## config.mk

```make
export PLATFORM = sky130hd
export DESIGN_NAME = intr_vector_ctrl
export DESIGN_NICKNAME = d
export VERILOG_FILES = /design/src/rtl/ivc_pkg.sv /design/src/rtl/ivc_edge_latch.sv /design/src/rtl/ivc_prio.sv /design/src/rtl/ivc_ie_ff.sv /design/src/rtl/intr_vector_ctrl.sv
export SDC_FILE = /design/constraint.sdc
export NUM_CORES = 1
export LEC_CHECK = 0
export ABC_CLOCK_PERIOD_IN_PS = 1300
export BUFFER_PORTS_ARGS = -buffer_cell sky130_fd_sc_hd__buf_2
export CAP_MARGIN = 20
export CORE_MARGIN = 10
export CORE_UTILIZATION = 38
export CTS_CLUSTER_SIZE = 14
export DETAILED_ROUTE_END_ITERATION = 6
export PLACE_DENSITY = 0.76
export SYNTH_ARGS = -nofsm -noshare
export SYNTH_HDL_FRONTEND = slang
export SYNTH_SLANG_ARGS = --single-unit
export TNS_END_PERCENT = 50
```

## constraint.sdc

```tcl
create_clock -name clk_i -period 1.3 [get_ports clk_i]
set_input_delay 0.13 -clock clk_i [delete_from_list [all_inputs] [get_ports clk_i]]
set_output_delay 0.13 -clock clk_i [all_outputs]
set_load 0.1 [all_outputs]
```

## src/rtl/ivc_pkg.sv

```systemverilog
package ivc_pkg;
  localparam int unsigned VEC_W  = 16;
  localparam int unsigned NUM_W  = 3;
  localparam int unsigned NSRC   = 5;
  localparam int unsigned SRC_W  = $clog2(NSRC);

  // index = preference rank, 0 wins
  localparam int unsigned S_NMI  = 0;
  localparam int unsigned S_R75  = 1;
  localparam int unsigned S_R65  = 2;
  localparam int unsigned S_R55  = 3;
  localparam int unsigned S_INTR = 4;

  localparam logic [VEC_W-1:0] VEC_NMI = 16'h0024;
  localparam logic [VEC_W-1:0] VEC_R75 = 16'h003C;
  localparam logic [VEC_W-1:0] VEC_R65 = 16'h0034;
  localparam logic [VEC_W-1:0] VEC_R55 = 16'h002C;

  function automatic logic [VEC_W-1:0] sw_vec(input logic [NUM_W-1:0] n);
    sw_vec = '0;
    sw_vec[NUM_W+2:3] = n;
  endfunction
endpackage

```

## src/rtl/ivc_edge_latch.sv

```systemverilog
module ivc_edge_latch (
  input  logic clk_i,
  input  logic rst_ni,
  input  logic lvl_i,
  input  logic take_i,
  output logic hit_o,
  output logic pend_o
);
  logic prev_q, lat_q, rise;

  assign rise   = lvl_i & ~prev_q;
  assign hit_o  = lat_q | rise;
  assign pend_o = lat_q;

  always_ff @(posedge clk_i or negedge rst_ni) begin
    if (!rst_ni) begin
      prev_q <= 1'b0;
      lat_q  <= 1'b0;
    end else begin
      prev_q <= lvl_i;
      lat_q  <= take_i ? 1'b0 : (lat_q | rise);
    end
  end
endmodule

```

## src/rtl/ivc_prio.sv

```systemverilog
module ivc_prio #(
  parameter int unsigned N = 5,
  localparam int unsigned IW = (N > 1) ? $clog2(N) : 1
) (
  input  logic [N-1:0]  req_i,
  output logic          any_o,
  output logic [IW-1:0] idx_o,
  output logic [N-1:0]  gnt_o
);
  always_comb begin
    idx_o = '0;
    for (int i = N - 1; i >= 0; i--) begin
      if (req_i[i]) idx_o = IW'(i);
    end
  end

  assign any_o = |req_i;

  for (genvar g = 0; g < N; g++) begin : g_gnt
    assign gnt_o[g] = any_o && (idx_o == IW'(g));
  end
endmodule

```

## src/rtl/ivc_ie_ff.sv

```systemverilog
module ivc_ie_ff (
  input  logic clk_i,
  input  logic rst_ni,
  input  logic set_i,
  input  logic clr_i,
  input  logic ack_i,
  output logic ie_o
);
  always_ff @(posedge clk_i or negedge rst_ni) begin
    if (!rst_ni)              ie_o <= 1'b0;
    else if (ack_i || clr_i)  ie_o <= 1'b0;
    else if (set_i)           ie_o <= 1'b1;
  end
endmodule

```

## src/rtl/intr_vector_ctrl.sv

```systemverilog
module intr_vector_ctrl
  import ivc_pkg::*;
#(
  parameter logic [VEC_W-1:0] INTR_VEC = 16'h0038
) (
  input  logic             clk_i,
  input  logic             rst_ni,
  input  logic             swrst_req_i,
  input  logic [NUM_W-1:0] swrst_num_i,
  input  logic             ie_set_i,
  input  logic             ie_clr_i,
  input  logic             halted_i,
  input  logic             nmi_i,
  input  logic             r75_i,
  input  logic             r65_i,
  input  logic             r55_i,
  input  logic             intr_i,
  input  logic [2:0]       mask_i,
  input  logic             sid_i,
  output logic             vec_valid_o,
  output logic [VEC_W-1:0] vec_o,
  output logic             ack_o,
  output logic             ie_o,
  output logic             wake_o,
  output logic [7:0]       status_o
);
  logic [1:0]      edge_lvl, edge_take, edge_hit, edge_pend;
  logic [NSRC-1:0] elig, gnt;
  logic [SRC_W-1:0] win;
  logic            hw_any, accept;
  logic [VEC_W-1:0] hw_vec;

  assign edge_lvl = {r75_i, nmi_i};

  for (genvar g = 0; g < 2; g++) begin : g_edge
    ivc_edge_latch i_lat (
      .clk_i  (clk_i),
      .rst_ni (rst_ni),
      .lvl_i  (edge_lvl[g]),
      .take_i (edge_take[g]),
      .hit_o  (edge_hit[g]),
      .pend_o (edge_pend[g])
    );
  end

  assign elig[S_NMI]  = edge_hit[0];
  assign elig[S_R75]  = ie_o & edge_hit[1] & ~mask_i[2];
  assign elig[S_R65]  = ie_o & r65_i & ~mask_i[1];
  assign elig[S_R55]  = ie_o & r55_i & ~mask_i[0];
  assign elig[S_INTR] = ie_o & intr_i;

  ivc_prio #(.N(NSRC)) i_prio (
    .req_i (elig),
    .any_o (hw_any),
    .idx_o (win),
    .gnt_o (gnt)
  );

  // restart takes the slot; hardware requests stay eligible
  assign accept    = hw_any & ~swrst_req_i;
  assign edge_take = {accept & gnt[S_R75], accept & gnt[S_NMI]};

  always_comb begin
    case (win)
      SRC_W'(S_NMI): hw_vec = VEC_NMI;
      SRC_W'(S_R75): hw_vec = VEC_R75;
      SRC_W'(S_R65): hw_vec = VEC_R65;
      SRC_W'(S_R55): hw_vec = VEC_R55;
      default:       hw_vec = INTR_VEC;
    endcase
  end

  ivc_ie_ff i_ie (
    .clk_i  (clk_i),
    .rst_ni (rst_ni),
    .set_i  (ie_set_i),
    .clr_i  (ie_clr_i),
    .ack_i  (accept),
    .ie_o   (ie_o)
  );

  always_ff @(posedge clk_i or negedge rst_ni) begin
    if (!rst_ni) begin
      vec_valid_o <= 1'b0;
      vec_o       <= '0;
      ack_o       <= 1'b0;
      wake_o      <= 1'b0;
    end else begin
      vec_valid_o <= swrst_req_i | accept;
      ack_o       <= accept;
      wake_o      <= accept & halted_i;
      if (swrst_req_i)  vec_o <= sw_vec(swrst_num_i);
      else if (accept)  vec_o <= hw_vec;
    end
  end

  assign status_o = {sid_i, edge_pend[1], r65_i, r55_i, ie_o, mask_i};
endmodule

```

After elaboration in Yosys (flattened, before gate mapping)
Index checks and enable logic that the tools add are counted.
{ "totals": {"mem_bits_ro": 0, "ramBits": 0, "in_bits": 18, "latchBits": 0, "elab_cells": 53, "mem_count": 0, "reg_bits": 24} }
{ "op_classes": {"mux": 12, "n_lt_le_gt_ge": 0, "eq_ne": 3, "add_sub_neg": 0, "shifts": 0, "n_reduce_logical": 7, "bitwise_logic": 22, "n_mul": 0, "div_mod_pow": 0} }
{ "ops": {"columns": ["op", "count"], "rows": [
  ["16-bit 2-to-1 mux", 2],
  ["5-bit one-hot mux with 4 select lines", 1],
  ["3-bit 2-to-1 mux", 5],
  ["1-bit AND", 13],
  ["3-bit by 2-bit == test with 1-bit output, second input constant", 2],
  ["1-bit inverter", 6],
  ["5-bit OR reduction", 1],
  ["1-bit 2-to-1 mux", 4],
  ["2-bit nonzero test", 2],
  ["3-bit by 1-bit == test with 1-bit output, second input constant", 1],
  ["3-bit zero test", 1],
  ["1-bit bitwise OR", 3],
  ["1-bit logical AND", 2],
  ["1-bit logical OR", 1]
]} }

Depth between registers and ports, before layout
Gate-level depths: netlist of the first run.
{ "logic_depth": {"ltp_word": 11, "mapped_depth": 5, "ltp_nobuf": 4} }

Cells and area by module
A second synthesis of the first run with hierarchy kept.
{ "unflattened": {"cells_unflattened": 82, "hier_area_um2": 749.5} }
{ "modules_own_cells": {"columns": ["module", "cells_per_inst", "seq_area_each_um2", "instances", "area_per_inst_um2"], "rows": [
  ["intr_vector_ctrl", 54, 175.2, 1, 471.7],
  ["ivc_edge_latch", 6, 50.0, 2, 80.1],
  ["ivc_prio", 13, 0.0, 1, 78.8],
  ["ivc_ie_ff", 3, 25.0, 1, 38.8]
]} }

Worst setup path before layout of the first run
OpenSTA, ideal clock, no wires.
{ "synth_timing": {"path_kind": "register to register", "start": "register i_ie.ie_o", "end": "register wake_o", "path_stages_with_launch": 6, "setup_time_ns": 0.096, "required_ns": 1.204, "slack_ns": -0.476, "arrival_ns": 1.680, "path_cell_list": "dfrtp_1 -> buf_6 -> and2b_4 -> o21ai_2 -> and2_4 -> a311oi_2"} }
{ "synth_via": {"elab_chain_len": 5} }
{ "synth_rtl": {"columns": ["item", "line", "text"], "rows": [
  ["from (decl)", "ivc_ie_ff.sv:7", "output logic ie_o"],
  ["from (signal assigned)", "ivc_ie_ff.sv:10", "if (!rst_ni) ie_o <= 1'b0;"],
  ["from (signal assigned)", "ivc_ie_ff.sv:11", "else if (ack_i || clr_i) ie_o <= 1'b0;"],
  ["from (signal assigned)", "ivc_ie_ff.sv:12", "else if (set_i) ie_o <= 1'b1;"],
  ["1-bit AND, on equally long branches (2 in a row)", "intr_vector_ctrl.sv:47, intr_vector_ctrl.sv:48, intr_vector_ctrl.sv:49", null],
  ["5-bit OR reduction *", "ivc_prio.sv:17", "assign any_o = |req_i;"],
  ["1-bit AND *", "intr_vector_ctrl.sv:60", "assign accept = hw_any & ~swrst_req_i;"],
  ["1-bit AND *", "intr_vector_ctrl.sv:91", "wake_o <= accept & halted_i;"],
  ["to (signal assigned)", "intr_vector_ctrl.sv:91", null],
  ["to (decl)", "intr_vector_ctrl.sv:24", "output logic wake_o,"]
]} }
Mark *: on every way between the ends. The rest lies on a longest branch, timed or not.
A chain may end at the register's enable or synchronous reset.

Worst setup path after layout of the first run
{ "layout_timing": {"start": "register i_ie.ie_o", "end": "register vec_o[4]"} }
{ "layout_via": {"elab_chain_len": 10} }
{ "layout_rtl": {"columns": ["item", "line", "text"], "rows": [
  ["1-bit AND, on equally long branches", "intr_vector_ctrl.sv:49, intr_vector_ctrl.sv:50", null],
  ["1-bit AND / 3-bit 2-to-1 mux (equally long branches)", "intr_vector_ctrl.sv:49, ivc_prio.sv:13", null],
  ["3-bit 2-to-1 mux (4 in a row)", "ivc_prio.sv:13", "if (req_i[i]) idx_o = IW'(i);"],
  ["3-bit by 2-bit == test with 1-bit output (tied with other cells)", null, null],
  ["5-bit one-hot mux with 4 select lines", "intr_vector_ctrl.sv:64", "case (win)"],
  ["16-bit 2-to-1 mux", "intr_vector_ctrl.sv:93", "else if (accept) vec_o <= hw_vec;"],
  ["16-bit 2-to-1 mux", "intr_vector_ctrl.sv:92", "if (swrst_req_i) vec_o <= sw_vec(swrst_num_i);"],
  ["to (signal assigned)", "intr_vector_ctrl.sv:92", null],
  ["to (signal assigned)", "intr_vector_ctrl.sv:93", null],
  ["to (decl)", "intr_vector_ctrl.sv:21", "output logic [VEC_W-1:0] vec_o,"]
]} }
Several ways; a longest one is shown, not always the timed one. The select of a mux whose other input is x is not followed.

==> run metrics, run 1 <==
outcome finished, violations left; violated checks setup timing; Top Metal Used met4; PnR worst setup slack -7.33 ps; drt pass-1 iters 4; Final min period 1310 ps; CP bufs+invs 1; CP max FO 6; sequential-to-total area share from yosys stat 0.421; fmax between 700 and 800 MHz; CTS Buffer Depth 2; DRT iter0 DRCs 18; Required @ worst endpoint ~1500 ps; Critical Path Source Type flip-flop; Critical Path AT 1480 ps; delay-heaviest family, CP flip-flops; input/output buffers 31; drt drc 0; Final Instance Area about 910 um2; layout cells sized above 1 0.490; RSZ-0062 raised after global routing yes; area grow syn2layout 28.2%; P per Cell Area 1510 nW/um2; EDFF count, synth 0; Placed Area 811 um2; VDD IR-drop max 0.579 mV; Filler Cell Count about 160; register area 305 um2; CTS tree done; CP max stage cell dfrtp_4; Root Driver clkbuf_4; die height 63.3 um; clock network power share 0.226; Final nets between 100 and 150; ys async rst share 1.00; Crit. End Element flip-flop; die area 4010 um2; wire length on met2 916 um; largest net degree at the start of global routing 13; Detail Placement HPWL 1430 um; grt total ovfl 0; worst min path class in2reg; Starting Density 0.409; crit-path cells buf_2, o2bb2ai_1, o21ai_1, a22o_1; setup slack, reg-to-reg -7 ps; H-tree levels 1; Tot GR Track Use 0.0843; Synth Instances roughly 70; CTS buffer count 3; Crit path largest cell delay 540 ps; vias in the first global route 589; multi-input combinational cell area 282 um2; CORE AREA 1750 um2; Clock Latency Late Sink roughly 280 ps; WL met3 195 um; Final ANT Viol Nets 0; syn_area_per_cell 10.3 um2; synthesized area 713 um2; Synth cell types 30; Metal-1 WL between 600 and 700 um; CP Class reg2reg; Setup Skew 2.41 ps; clock sink total 12; ys flop type dfrtp_1; NetSw 0.682 mW; Seq cells post-synth 12; # IOs between 40 and 50; CTS clk-pin slew, worst paths 80 ps; routed length per instance 14.8 um; Final Wtd Congestion 0.793; initial antenna violation count 0; Tcrit/Tclk final 1.01; yosys warns 0; Leak Pwr 0.463 nW; row count 15; chip width approximately 63 um; setup violators final 1; Antenna Cells 0; switch share 0.494; sequential group share of total power 0.311; Fin. Hold Viols 0; combinational power share 0.463; vias per inst roughly 4.4; Post-Route WL 1850 um; internal cell power 0.698 mW; total number of vias 548; Max Slew Vio Count 0; Setup Total Neg Slack -7.33 ps; first-pass GRT wire length 2680 um; max_cap viols 0
-- kinds of logic after synthesis --
| family | synth area share |
|---|---|
| multiplexers | 0.0140 |
| flip-flops | 0.421 |
| buffers and inverters | 0.242 |
| other | 0.00526 |
| AO/OA/AOI/OAI | 0.154 |
| AND/OR/NAND/NOR | 0.163 |
-- metrics by stage --
step	util	total power [mW]	setup slack, ps	cells	hold WS, ps
after CTS	0.508	1.36	1.10	122	62.5
after global placement	0.465	1.04	85.2	114	13.9
after floorplan	-	1.00	-118	80	-166
after detailed placement	0.465	1.05	62.0	114	25.3
final	0.524	1.38	-7.33	125	62.5
after global routing	0.524	1.42	-38.8	125	71.7
-- path summary, 6_finish.rpt --
check                                     from        end  cells after the start
worst min register to register        vec_o[2]   vec_o[2]                      2
worst max-delay path                 i_ie.ie_o   vec_o[4]                      4
worst min-delay path            swrst_num_i[2]   vec_o[5]                      3
min in group asynchronous               rst_ni      ack_o                      2
max in group asynchronous               rst_ni  i_ie.ie_o                      2
worst max register to register       i_ie.ie_o   vec_o[4]                      4
-- repair_timing --
action / 4_1_cts / 5_1_grt
buffers inserted: 0 / 4
endpoints found under the hold margin: 15 / 0
gates resized for setup: 0 / 3
setup endpoints to repair: 0 / 8
hold buffers: 4 / 0
-- power groups by stage --
stage	logic, mW	clock network (mW)	registers (mW)
2_1_floorplan	0.406	0	0.599
3_3_place_gp	0.605	0	0.438
3_5_place_dp	0.609	0	0.439
4_1_cts	0.620	0.314	0.431
5_1_grt	0.659	0.327	0.433
6_report	0.638	0.312	0.430
-- sequential cells by signal, summed over array words and instances (netlist names) --
| signal | flops |
|---|---|
| g_edge.i_lat.pend_o | 2 |
| g_edge.i_lat.prev_q | 2 |
| vec_valid_o | 1 |
| ack_o | 1 |
| i_ie.ie_o | 1 |
| vec_o | 4 |
| wake_o | 1 |
-- Yosys cell counts, types with 2 or more instances --
| cell type | number | area [um2] |
|---|---|---|
| buf_4 | 20 | 150 |
| o21ai_1 | 2 | 10.0 |
| nor3_2 | 2 | 20.0 |
| nand2_1 | 2 | 7.51 |
| inv_1 | 2 | 7.51 |
| a22o_1 | 2 | 17.5 |
| nor2_1 | 2 | 7.51 |
| nor2b_1 | 4 | 25.0 |
| dfrtp_1 | 12 | 300 |
-- worst register-to-register path, cell delays in order, from the launching register on --
cell and delay (ps):
dfrtp_4 540, buf_2 180, o2bb2ai_1 170, o21ai_1 110, a22o_1 210
-- metal layers --
layer | vias to the layer above | GRT usage
met5 | - | 0
met4 | 0 | 0.0601
met3 | 5 | 0.0406
met2 | 32 | 0.142
met1 | 247 | 0.0780
li1 | 264 | -
-- layout by cell type (no fill, tap or decap), types with 2 or more instances in the layout --
cell           Yosys  routed
nand2_1            2       2
nor2b_1            4       4
dfrtp_1           12      10
o21ai_1            2       3
dlygate4sd3_1      0       3
nor2_1             2       2
buf_12             0       2
inv_1              2       2
conb_1             1      12
a22o_1             2       2
buf_4             20       3
clkbuf_4           0       4
nor3_2             2       2
buf_2              0      28
-- area by class of cell --
| class | count | area share |
|---|---|---|
| Sequential cell | 12 | 0.334 |
| Multi-Input combinational cell | 44 | 0.308 |
| Timing Repair Buffer | 38 | 0.276 |
| Clock buffer | 4 | 0.0397 |
| Tap cell | 25 | 0.0342 |
| Inverter | 2 | 0.00821 |
No activity file was read; power rests on OpenSTA's default activity.
==> inputs of run 2 (changes only) <==
- SETUP_SLACK_MARGIN: not set -> 0.3
==> run 2 against run 1 <==
  * Largest cell class unchanged
  * Power grew 2.2%
  * Wire length grew 2.2%
  * Core utilization grew 2.4 points
  * Sequential cell count is the same
  * Register-to-register slack gained 90 ps
  * The run now ends clean
  * Combinational power grew 3.9%
  * Hold slack gained 7.1 ps
  * Clock skew grew 4.5 ps
  * Cell area grew 4.5%
  * Non-clock buffer count shrank 2
  * Global-route usage grew 0.43 points
  * Sequential share of layout area shrank 1.4 points
==> run metrics, run 2 (synthesis gave the netlist of run 1 again) <==
drt pass-1 iters 6 (+2); pre-CTS WS 62.0 ps (unchanged); delay-heaviest family, CP flip-flops; Clock Latency Late Sink 280 ps (about the same); Fin. Hold Viols 0 (unchanged); P per Cell Area 1480 nW/um2 (-2.2%); first-pass GRT wire length 2820 um (+5.1%); Final nets 117 (-1.7%); most frequent cells in the layout buf_2, conb_1, dfrtp_1, buf_12; CTS buffer count 3 (unchanged); Finished Layout Cells 123 (-1.6%); Tot GR Track Use 0.0886 (+0.00429); Biggest register vec_o; worst min path class in2reg; CP Class reg2reg; routed length per instance 15.4 um (+3.8%); clock sink total 12 (unchanged); Filler Cell Count 162 (unchanged); vias per inst 4.53 (+3.3%); CTS Buffer Depth 2 (unchanged); # IOs 46 (unchanged); CTS clk-pin slew, worst paths 80 ps (about the same); Critical Path Source Type flip-flop; largest net degree at the start of global routing 13 (unchanged); Antenna Cells 0 (unchanged); total number of vias 557 (+1.6%); Crit. End Element flip-flop; Post-Route WL 1890 um (+2.2%); initial antenna violation count 0 (unchanged); Setup Total Neg Slack 0 ps (+7.33 ps); Final min period 1220 ps (-90.4 ps); row count 15 (unchanged); PnR worst setup slack 83.1 ps (+90.4 ps); fmax 822 MHz (+7.4%); drt drc 0 (unchanged); setup violators final 0 (-1); crit-path cells and2b_4, o21ai_4, and2_4, a32oi_1; grt total ovfl 0 (unchanged); die height 63.3 um (unchanged); Final ANT Viol Nets 0 (unchanged); Required @ worst endpoint 1440 ps (-30 ps); vias in the first global route 592 (+0.51%); max reg flops 4 (unchanged); Final Wtd Congestion 0.793 (unchanged); Layout Utilization 0.548 (+0.0237); die area 4010 um2 (unchanged); layout cells sized above 1 0.480 (-0.0104); outcome complete, no violations; DRT iter0 DRCs 7 (-11); H-tree levels 1 (unchanged); internal cell power 0.723 mW (+3.7%); combinational power share 0.470 (+0.007); CTS tree done; Detail Placement HPWL 1430 um (unchanged); CP bufs+invs 0 (-1); Starting Density 0.409 (unchanged); area grow syn2layout 34.0%; clock network power share 0.220 (-0.006); Critical Path AT 1360 ps (-120 ps); Max Slew Vio Count 0 (unchanged); input/output buffers 31 (unchanged); Tcrit/Tclk final 0.936 (-0.0696); CP max FO 6 (unchanged); VDD IR-drop max 0.688 mV (+19%); max_cap viols 0 (unchanged); Placed Instances 114 (unchanged); CP max stage cell dfrtp_4; RSZ-0062 raised after global routing yes; Leak Pwr 0.462 nW (-0.24%); chip width 63.3 um (unchanged); Root Driver clkbuf_4; NetSw 0.687 mW (+0.75%); Setup Skew 6.91 ps (+4.50 ps); most common cell after layout, fill and taps aside buf_2; sequential group share of total power 0.310 (about the same); Crit path largest cell delay 540 ps (about the same); CORE AREA 1750 um2 (unchanged); switch share 0.487 (-0.00711)
## run 2: cell types whose count changed in the layout (fill, tap and decap cells not counted)
cell            before  now
o21ai_4              0    1
buf_4                3    2
o21ai_2              1    0
clkbuf_4             4    3
buf_12               2    5
buf_6                0    1
buf_2               28   24
dlygate4sd3_1        3    4
dlymetal6s4s_1       1    0
## run 2: metal layers
layer | global-route usage | vias up | wire length (um)
met2 | 0.148 | 28 | 1010
met1 | 0.0840 | 264 | 654
met5 | 0 | - | 0
li1 | - | 261 | -
met4 | 0.0601 | 0 | 35
met3 | 0.0424 | 4 | 193
## run 2: power by group through the flow
stage | clock (mW) | combinational, mW | sequential (mW)
after floorplan | 0 | 0.406 | 0.599
after global placement | 0 | 0.605 | 0.438
after detailed placement | 0 | 0.609 | 0.439
after CTS | 0.314 | 0.644 | 0.432
after global routing | 0.325 | 0.686 | 0.441
final | 0.310 | 0.663 | 0.437
## run 2: per-stage QoR
| stage | cell area, um2 | hold WS (ps) | power, mW |
|---|---|---|---|
| 2_1_floorplan | 759 | -166 | 1.00 |
| 3_3_place_gp | 811 | 13.9 | 1.04 |
| 3_5_place_dp | 811 | 25.3 | 1.05 |
| 4_1_cts | 926 | 62.5 | 1.39 |
| 5_1_grt | 956 | 74.7 | 1.45 |
| 6_report | 956 | 69.6 | 1.41 |
## run 2: final cells by class
cell class / count / area, um2 / share of cell area
clock buffer: 4 / 36.3 / 0.0380
sequential: 12 / 305 / 0.319
multi-input combinational: 44 / 289 / 0.302
tap: 25 / 31.3 / 0.0327
inverter: 2 / 7.51 / 0.00785
timing repair buffer: 36 / 287 / 0.300
## run 2: repair_timing
item	in CTS	in global routing
endpoints found under the setup margin	18	19
endpoints found under the hold margin	15	0
pin swaps	3	2
gates resized for setup	9	10
hold buffers	4	0
setup buffers	1	0
## run 2: path summary, 6_finish.rpt
check | startpoint | end | cells past startpoint | slack [ps]
worst max-delay path | i_ie.ie_o | vec_o[5] | 4 | 80
worst min-delay path | swrst_num_i[2] | vec_o[5] | 3 | 70
worst max register to register | i_ie.ie_o | vec_o[5] | 4 | 80
worst min register to register | g_edge[0].i_lat.pend_o | vec_valid_o | 2 | 580
max in group asynchronous | rst_ni | i_ie.ie_o | 2 | 810
min in group asynchronous | rst_ni | wake_o | 2 | 250
## run 2: worst min-delay path, cell delays in order
cell	delay, ps
buf_2	90
inv_1	40
a32oi_1	40
==> inputs of run 3 (changes only) <==
- CORE_UTILIZATION: 38 -> 41
- PLACE_DENSITY: 0.76 -> 0.81
==> run 3 against run 2 <==
  * Sequential cell count unchanged
  * Via count up 2.2%
  * Non-clock buffer count up 2
==> run metrics, run 3 (synthesis gave the netlist of run 1 again) <==
Leak Pwr 0.489 nW (+5.9%); RSZ-0062 raised after global routing yes; clock sink total 12 (unchanged); Placed Area 808 um2 (-0.31%); Filler Cell Count 136 (-16%); CTS tree done; Placed Instances 107 (-6.1%); switch share 0.474 (-0.0130); CP Class reg2reg; die height 61.7 um (-2.6%); max_cap viols 0 (unchanged); Post-Route WL 1820 um (-3.8%); routed length per instance 15.5 um (+1.1%); Critical Path AT 1400 ps (+40 ps); Final min period 1210 ps (-8.15 ps); most frequent cells in the layout buf_2, conb_1, dfrtp_1, buf_12, nor2b_1; initial antenna violation count 0 (unchanged); # IOs 46 (unchanged); Max Slew Vio Count 0 (unchanged); vias per inst 4.86 (+7.4%); Root Driver clkbuf_4; Biggest register vec_o; area grow syn2layout 43.2%; drt drc 0 (unchanged); fmax 827 MHz (+0.67%); CTS buffer count 3 (unchanged); grt total ovfl 0 (unchanged); H-tree levels 1 (unchanged); Tot GR Track Use 0.0972 (+0.00867); Critical Path Source Type flip-flop; Detail Placement HPWL 1380 um (-3.7%); P per Cell Area 1410 nW/um2 (-4.1%); input/output buffers 31 (unchanged); CP max FO 4 (-2); NetSw 0.685 mW (-0.35%); Hold WS 2.51 ps (-67.1 ps); setup violators final 0 (unchanged); Tcrit/Tclk final 0.930 (-0.00627); Crit. End Element flip-flop; Hold Crit Depth 2 (-1); DRT iter0 DRCs 10 (+3); Setup Skew 12.0 ps (+5.07 ps); Finished Layout Cells 117 (-4.9%); CTS clk-pin slew, worst paths 80 ps (about the same); most common cell after layout, fill and taps aside buf_2; CORE AREA 1690 um2 (-3.2%); internal cell power 0.759 mW (+5.0%); outcome complete, no violations; Starting Density 0.422 (+0.0136); total number of vias 569 (+2.2%); die area 3810 um2 (-5.0%); Final Instance Area 1020 um2 (+6.8%); Reg2Reg Depth 4 (unchanged); largest net degree at the start of global routing 13 (unchanged); drt pass-1 iters 2 (-4); Final Wtd Congestion 0.808 (+1.9%); first-pass GRT wire length 2700 um (-4.2%); sequential group share of total power 0.302 (-0.008); Final ANT Viol Nets 0 (unchanged); max reg flops 4 (unchanged); Clock Latency Late Sink 280 ps (about the same); combinational power share 0.495 (+0.025); layout cells sized above 1 0.550 (+0.0704); clock network power share 0.203 (-0.017); VDD IR-drop max 1.01 mV (+46%); vias in the first global route 564 (-4.7%); Fin. Hold Viols 0 (unchanged); power consumption 1.44 mW (+2.4%); Antenna Cells 0 (unchanged); worst min path class in2reg; CTS Buffer Depth 2 (unchanged); Final nets 119 (+1.7%); Required @ worst endpoint 1490 ps (+50 ps); row count 15 (unchanged); chip width 61.7 um (-2.6%)
-- run 3: cell types whose count changed in the layout (fill, tap and decap cells not counted), sizes merged --
cell,delta
buf,+3
dlygate4sd3,-1
-- run 3: area by class of cell --
type,instances,area (um2),area share
inverter,2,7.51,0.00735
tap,17,21.3,0.0208
multi-input combinational,44,323,0.316
clock buffer,4,36.3,0.0355
sequential,12,305,0.299
timing repair buffer,38,328,0.321
-- run 3: path summary, 6_finish.rpt --
check	start	to	slack, ps
worst max-delay path	g_edge[1].i_lat.prev_q	wake_o	90
worst min-delay path	ie_clr_i	i_ie.ie_o	3
worst max register to register	g_edge[1].i_lat.prev_q	wake_o	90
worst min register to register	g_edge[0].i_lat.pend_o	vec_valid_o	570
max in group asynchronous	rst_ni	vec_o[4]	810
min in group asynchronous	rst_ni	i_ie.ie_o	250
-- run 3: power by group through the flow --
| stage | Sequential, mW | Clock (mW) | Combinational, mW |
|---|---|---|---|
| after global placement | 0.433 | 0 | 0.614 |
| after CTS | 0.432 | 0.294 | 0.690 |
| after global routing | 0.440 | 0.311 | 0.740 |
| final | 0.437 | 0.292 | 0.715 |
| after detailed placement | 0.435 | 0 | 0.617 |
| after floorplan | 0.599 | 0 | 0.406 |
-- run 3: layer usage --
layer	routed length [um]	vias to the layer above	global-route usage
li1	-	265	-
met1	626	276	0.102
met2	959	26	0.161
met3	226	2	0.0610
met4	6	0	0.0223
met5	0	-	0
-- run 3: what timing repair did --
item                       4_1_cts  5_1_grt
setup endpoints to repair       18       19
buffers inserted                 2        1
resized for setup               21       11
hold endpoints to repair        14        0
pin swaps                        6        3
hold buffers                     3        0
-- run 3: through the flow --
| stage | setup TNS [ps] | setup slack, ps | utilization |
|---|---|---|---|
| 4_1_cts | 0 | 101 | 0.581 |
| 3_3_place_gp | 0 | 120 | 0.479 |
| 2_1_floorplan | -745 | -118 | - |
| 6_report | 0 | 91.2 | 0.604 |
| 3_5_place_dp | 0 | 95.3 | 0.479 |
| 5_1_grt | 0 | 50.8 | 0.604 |
-- run 3: worst max-delay path, cell delays in order (launching register included) --
cell      delay [ps]
dfrtp_1          370
and2b_2          240
o21ai_4           70
and2_4           190
a311oi_2         250
